$ cat config.mk
export PLATFORM = sky130hd
export DESIGN_NAME = hwlock_bank
export DESIGN_NICKNAME = d
export VERILOG_FILES = /design/src/rtl/hwlock_pkg.sv /design/src/rtl/hwlock_arb.sv /design/src/rtl/hwlock_cell.sv /design/src/rtl/hwlock_bank.sv
export SDC_FILE = /design/constraint.sdc
export NUM_CORES = 2
export LEC_CHECK = 0
export ABC_AREA = 1
export BUFFER_PORTS_ARGS = -buffer_cell sky130_fd_sc_hd__buf_2
export CORE_UTILIZATION = 34
export CTS_CLUSTER_SIZE = 28
export DETAILED_ROUTE_END_ITERATION = 16
export SETUP_SLACK_MARGIN = 0.4
export SYNTH_ARGS = -nofsm -noshare
export SYNTH_HDL_FRONTEND = slang
export SYNTH_HIERARCHICAL = 1
export SYNTH_SLANG_ARGS = --single-unit
$ cat constraint.sdc
create_clock -name clk -period 5.4 [get_ports clk]
set_input_delay 0.54 -clock clk [delete_from_list [all_inputs] [get_ports clk]]
set_output_delay 0.54 -clock clk [all_outputs]
set_load 0.1 [all_outputs]
$ cat src/rtl/hwlock_pkg.sv
package hwlock_pkg;
  localparam int CPU_ID_W = 8;
  localparam int WORD_W   = 32;
  localparam int IDX_W    = 5;
  localparam int OFF_W    = 6;
  localparam int ADDR_W   = IDX_W + OFF_W;

  typedef enum logic [1:0] {
    SLOT_LOCK = 2'd0,
    SLOT_USER = 2'd1,
    SLOT_RSVD = 2'd2
  } slot_e;

  function automatic slot_e decode_slot(input logic [OFF_W-1:0] off);
    if (off == OFF_W'(0))      return SLOT_LOCK;
    else if (off == OFF_W'(1)) return SLOT_USER;
    else                       return SLOT_RSVD;
  endfunction
endpackage

$ cat src/rtl/hwlock_arb.sv
module hwlock_arb #(
  parameter int N = 4
) (
  input  logic [N-1:0] valid,
  output logic [N-1:0] grant
);
  logic taken;
  always_comb begin
    taken = 1'b0;
    for (int i = 0; i < N; i++) begin
      grant[i] = valid[i] & ~taken;
      taken    = taken | valid[i];
    end
  end
endmodule

$ cat src/rtl/hwlock_cell.sv
module hwlock_cell
  import hwlock_pkg::*;
#(
  parameter int HW_W       = 4,
  parameter bit HW_PROTECT = 1'b1,
  parameter bit USER_WORD  = 1'b1
) (
  input  logic              clk,
  input  logic              rst_n,
  input  logic              hit,
  input  logic              we,
  input  slot_e             slot,
  input  logic [WORD_W-1:0] wdata,
  input  logic [HW_W-1:0]   hwid,
  output logic [WORD_W-1:0] lock_word,
  output logic [WORD_W-1:0] user_word
);
  logic                locked_q;
  logic [CPU_ID_W-1:0] owner_q;
  logic [CPU_ID_W-1:0] id_w;
  logic                hw_ok;
  logic                lock_wr, claim, release_ok;

  assign id_w       = wdata[CPU_ID_W:1];
  assign lock_wr    = hit & we & (slot == SLOT_LOCK);
  assign claim      = lock_wr & wdata[0] & ~locked_q;
  assign release_ok = lock_wr & ~wdata[0] & locked_q & (owner_q == id_w) & hw_ok;

  always_ff @(posedge clk) begin
    if (!rst_n) begin
      locked_q <= 1'b0;
      owner_q  <= '0;
    end else if (claim) begin
      locked_q <= 1'b1;
      owner_q  <= id_w;
    end else if (release_ok) begin
      locked_q <= 1'b0;
      owner_q  <= '0;
    end
  end

  generate
    if (HW_PROTECT) begin : g_hw
      logic [HW_W-1:0] hw_q;
      always_ff @(posedge clk) begin
        if (!rst_n)          hw_q <= '0;
        else if (claim)      hw_q <= hwid;
        else if (release_ok) hw_q <= '0;
      end
      assign hw_ok = (hw_q == hwid);
    end else begin : g_nohw
      assign hw_ok = 1'b1;
    end

    if (USER_WORD) begin : g_user
      logic [WORD_W-1:0] user_q;
      always_ff @(posedge clk) begin
        if (!rst_n)                            user_q <= '0;
        else if (hit && we && slot == SLOT_USER) user_q <= wdata;
      end
      assign user_word = user_q;
    end else begin : g_nouser
      assign user_word = '0;
    end
  endgenerate

  assign lock_word = {{(WORD_W-CPU_ID_W-1){1'b0}}, owner_q, locked_q};
endmodule

$ cat src/rtl/hwlock_bank.sv
module hwlock_bank
  import hwlock_pkg::*;
#(
  parameter int NUM_PORTS  = 4,
  parameter int NUM_LOCKS  = 16,
  parameter int SRC_W      = 4,
  parameter bit HW_PROTECT = 1'b1,
  parameter bit USER_WORD  = 1'b1
) (
  input  logic                                clk,
  input  logic                                rst_n,
  input  logic [NUM_PORTS-1:0]                req_valid,
  output logic [NUM_PORTS-1:0]                req_ready,
  input  logic [NUM_PORTS-1:0]                req_we,
  input  logic [NUM_PORTS-1:0][ADDR_W-1:0]    req_addr,
  input  logic [NUM_PORTS-1:0][WORD_W-1:0]    req_wdata,
  input  logic [NUM_PORTS-1:0][SRC_W-1:0]     req_src,
  output logic [NUM_PORTS-1:0]                resp_done,
  output logic [WORD_W-1:0]                   resp_rdata
);
  localparam int PORT_W = (NUM_PORTS > 1) ? $clog2(NUM_PORTS) : 1;
  localparam int HW_W   = PORT_W + SRC_W;

  logic [NUM_PORTS-1:0] grant;
  logic                 any_grant;
  logic                 sel_we;
  logic [ADDR_W-1:0]    sel_addr;
  logic [WORD_W-1:0]    sel_wdata;
  logic [SRC_W-1:0]     sel_src;
  logic [PORT_W-1:0]    sel_port;
  logic [IDX_W-1:0]     idx;
  slot_e                slot;
  logic                 in_range;
  logic [HW_W-1:0]      hwid;
  logic [WORD_W-1:0]    rd_val;
  logic [NUM_LOCKS-1:0][WORD_W-1:0] lock_words, user_words;
  logic [NUM_PORTS-1:0] done_q;
  logic [WORD_W-1:0]    rdata_q;

  hwlock_arb #(.N(NUM_PORTS)) u_arb (.valid(req_valid), .grant(grant));

  assign req_ready = grant;
  assign any_grant = |grant;

  always_comb begin
    sel_we    = 1'b0;
    sel_addr  = '0;
    sel_wdata = '0;
    sel_src   = '0;
    sel_port  = '0;
    for (int p = 0; p < NUM_PORTS; p++) begin
      if (grant[p]) begin
        sel_we    = req_we[p];
        sel_addr  = req_addr[p];
        sel_wdata = req_wdata[p];
        sel_src   = req_src[p];
        sel_port  = PORT_W'(p);
      end
    end
  end

  assign idx      = sel_addr[ADDR_W-1:OFF_W];
  assign slot     = decode_slot(sel_addr[OFF_W-1:0]);
  assign in_range = (int'(idx) < NUM_LOCKS);
  assign hwid     = {sel_port, sel_src};

  generate
    for (genvar k = 0; k < NUM_LOCKS; k++) begin : g_cell
      hwlock_cell #(
        .HW_W(HW_W), .HW_PROTECT(HW_PROTECT), .USER_WORD(USER_WORD)
      ) u_cell (
        .clk       (clk),
        .rst_n     (rst_n),
        .hit       (any_grant && in_range && (idx == IDX_W'(k))),
        .we        (sel_we),
        .slot      (slot),
        .wdata     (sel_wdata),
        .hwid      (hwid),
        .lock_word (lock_words[k]),
        .user_word (user_words[k])
      );
    end
  endgenerate

  always_comb begin
    rd_val = '0;
    for (int k = 0; k < NUM_LOCKS; k++) begin
      if (idx == IDX_W'(k)) begin
        if (slot == SLOT_LOCK)      rd_val = lock_words[k];
        else if (slot == SLOT_USER) rd_val = user_words[k];
      end
    end
  end

  always_ff @(posedge clk) begin
    if (!rst_n) begin
      done_q  <= '0;
      rdata_q <= '0;
    end else begin
      done_q  <= grant;
      rdata_q <= (any_grant && !sel_we) ? rd_val : '0;
    end
  end

  assign resp_done  = done_q;
  assign resp_rdata = rdata_q;
endmodule

==> impl_results.md <==
- Run status: finished clean
- Top-count cell post-synth: nand2_1
- Routed WL: 166 mm
- Total die area: around 0.15 sq mm
- Antenna viol nets, final: 0
- GRT overflow: 0
- Worst rel slew slack: between 20% and 30%
- Post-CTS setup buffers: 0
- Fmax: 234 MHz
- Final worst path period need: between 4000 and 5000 ps
- Skew-Pair Late Insertion Delay: 670 ps
- Crit path required time: about 6000 ps
- H-tree levels: 3
- Type of origin of the critical path: input pin
- Hold_buf cts: 0
- FF+latch count, synth: just under 800
- Mean Syn Cell Area: 6.94 sq um
- Storage cell area: 0.0158 sq mm
- Gr usage total: around 22%
- Post-synth EDFFs: 0
- Clock sink count: approximately 790
- Core Box Area: ~0.15 sq mm
- Main flop type after synthesis: dfxtp_1
- Pin count of the biggest net entering global routing: roughly 210
- First-pass GRT wire length: approximately 260 mm
- Final critical-path share of the clock period: approximately four fifths
- P_leak: about 22 nW
- Placed Area: just over 0.05 sq mm
- Die width: 385 um
- Detail-routed via count per cell: 4.99
- Nets: ~7,400
- Critical Path AT: between 4000 and 5000 ps
- Synth async-reset ratio: 0%
- MaxCap Viol Count: 0
- Initial antenna violation count: 10
- CTS Root Cell: clkbuf_16
- Share of post-route cells with drive strength above 1: 22.1%
- Class of the worst hold path: in -> reg
- CTS tree: done
- Worst slew pin tran: 1170 ps
- CTS resizes: 0
- Chip height: between 300 and 400 um
- Peak supply drop: around 0.21 mV
- Syn Inst Count: about 7,000
- Distinct cells, synth: between 40 and 50
- Initial Util: roughly a third
- Fill count: ~15,000
- Num ports: roughly 240
- Vias: about 46,000
- Combined area of the multi-input logic cells: ~0.027 sq mm
- Gpl congestion: roughly 0.92
- Clock buffer depth: 3
- Final setup skew: roughly 14 ps
- Drt pass-1 iters: 5
- Synth Warn #: 6
- Most frequent cells after synthesis: nand2_1, dfxtp_1, nor2_1
- Register area share after synthesis: a little under a third
- FF-to-FF setup slack: 3110 ps
- WS Path Type: in -> reg
- Port-buffer cells: roughly 240
- PD cells: 266 mW/mm^2
- Setup TNS: 0 ps
- Synth area leaders: dfxtp_1, nand2_1, buf_4, nor2_1, o21ai_1
- Vias in the first global route: 42,800
- TritonCTS buffer count: 90
- Final Hold Fails: 0
- Share of Yosys cell area claimed by the top area cell type: 31.7%
- Setup-failing EPs final: 0
- HPWL after DPL: around 110 mm
- Row count: 140
- Post-Syn Area: around 0.050 sq mm
- Post-synth top area cell: dfxtp_1
- DRC: 0
- Element type at the critical path end: register
- RSZ-0062 raised after global routing: false
- Final max-slew violation count: 0
- Worst-path maximum fanout: 20
- Layout area overhead: 7.84%
- Clock-pin slew on the worst setup and hold paths: ~60 ps
- Final std cell area, no fill: between 0.05 and 0.06 sq mm
- DR iter-0 viols: a little over 4,000
- Post-DR wirelength/cell: 18.0 um
-- per-stage QoR --
stage | setup slack [ps] | utilization [%] | power (mW) | std cells | hold slack, ps
after floorplan | 422 | - | 7.38 | 7529 | 457
after global placement | 542 | 34.7 | 7.87 | 9067 | 468
final | 1120 | 36.9 | 14.3 | 9228 | 230
after CTS | 1230 | 36.9 | 14.4 | 9224 | 195
after detailed placement | 531 | 34.7 | 7.88 | 9067 | 475
after global routing | 797 | 36.9 | 14.7 | 9225 | 223
-- logic make-up after synthesis --
family | after synthesis | synth area share, %
buf+inv | 1395 | 16.1
simple gates | 3533 | 33.2
other cells | 16 | 0.121
compound gates | 1445 | 18.9
flops | 788 | 31.7
-- path summary, 6_finish.rpt --
path	start	endpoint	cells past startpoint
max	req_valid[0]	g_cell[9].u_cell/owner_q[1]$_SDFFE_PN0P_	18
min	req_valid[0]	resp_done[0]$_SDFF_PN0_	3
max reg2reg	g_cell[1].u_cell/user_word[21]$_SDFFE_PN0P_	resp_rdata[21]$_SDFF_PN0_	10
min reg2reg	g_cell[6].u_cell/g_hw.hw_q[0]$_SDFFE_PN0P_	g_cell[6].u_cell/g_hw.hw_q[0]$_SDFFE_PN0P_	2
-- area by class of cell --
type,instances,share of cell area (%)
clock inverter,21,0.555
inverter,618,4.40
antenna,4,0.0186
tap,1917,4.47
timing repair buffer,398,4.90
clock buffer,136,5.22
multi-input combinational,5346,51.1
sequential,788,29.4
-- flip-flops by register name, indices dropped and copies added (netlist names) --
register                 cells
g_cell.u_cell/user_word    512
g_cell.u_cell/owner_q      128
g_cell.u_cell/g_hw.hw_q     96
resp_rdata                  32
g_cell.u_cell/locked_q      16
resp_done                    4
-- layer usage --
metal,share of wire [%],track usage (%),up-vias
li1,-,-,22600
met3,6.2,2.62,270
met1,45,29.5,21700
met4,2.9,7.00,2
met2,46,35.7,1510
met5,0.0090,0,-
-- power breakdown --
| group | switching (mW) | internal (mW) | total, mW |
|---|---|---|---|
| logic | 1.49 | 0.465 | 1.96 |
| registers | 0.00772 | 5.82 | 5.83 |
| clock network | 2.61 | 3.89 | 6.50 |
-- critical path, stage by stage --
cell     delay (ps)
buf_2           190
inv_1            80
nand2_1         120
nor2_4          340
inv_2           320
nand3_1         150
nand3_1          90
nor2_1          310
nand2_1         110
nor2_2          200
inv_2            90
nor2_2          740
nand2_2         180
inv_1           130
nand4_2         500
inv_2           450
nand2_1         130
a21oi_2         160
-- cell usage in the layout, fill, tap and decap left out, drive strengths merged, types with 5 or more instances in the layout --
cell type and count:
o221a 16, inv 616, bufinv 7, nor2 1141, o31ai 5, nand2 1894
a21oi 563, nor4 7, o21a 5, clkinv 15, o22ai 14, conb 368
nor3 53, buf 398, clkbuf 136, a22o 193, dfxtp 788, o21ai 584
nand4 119, nand3 314, o221ai 49
(Power assumes the default switching activity.)
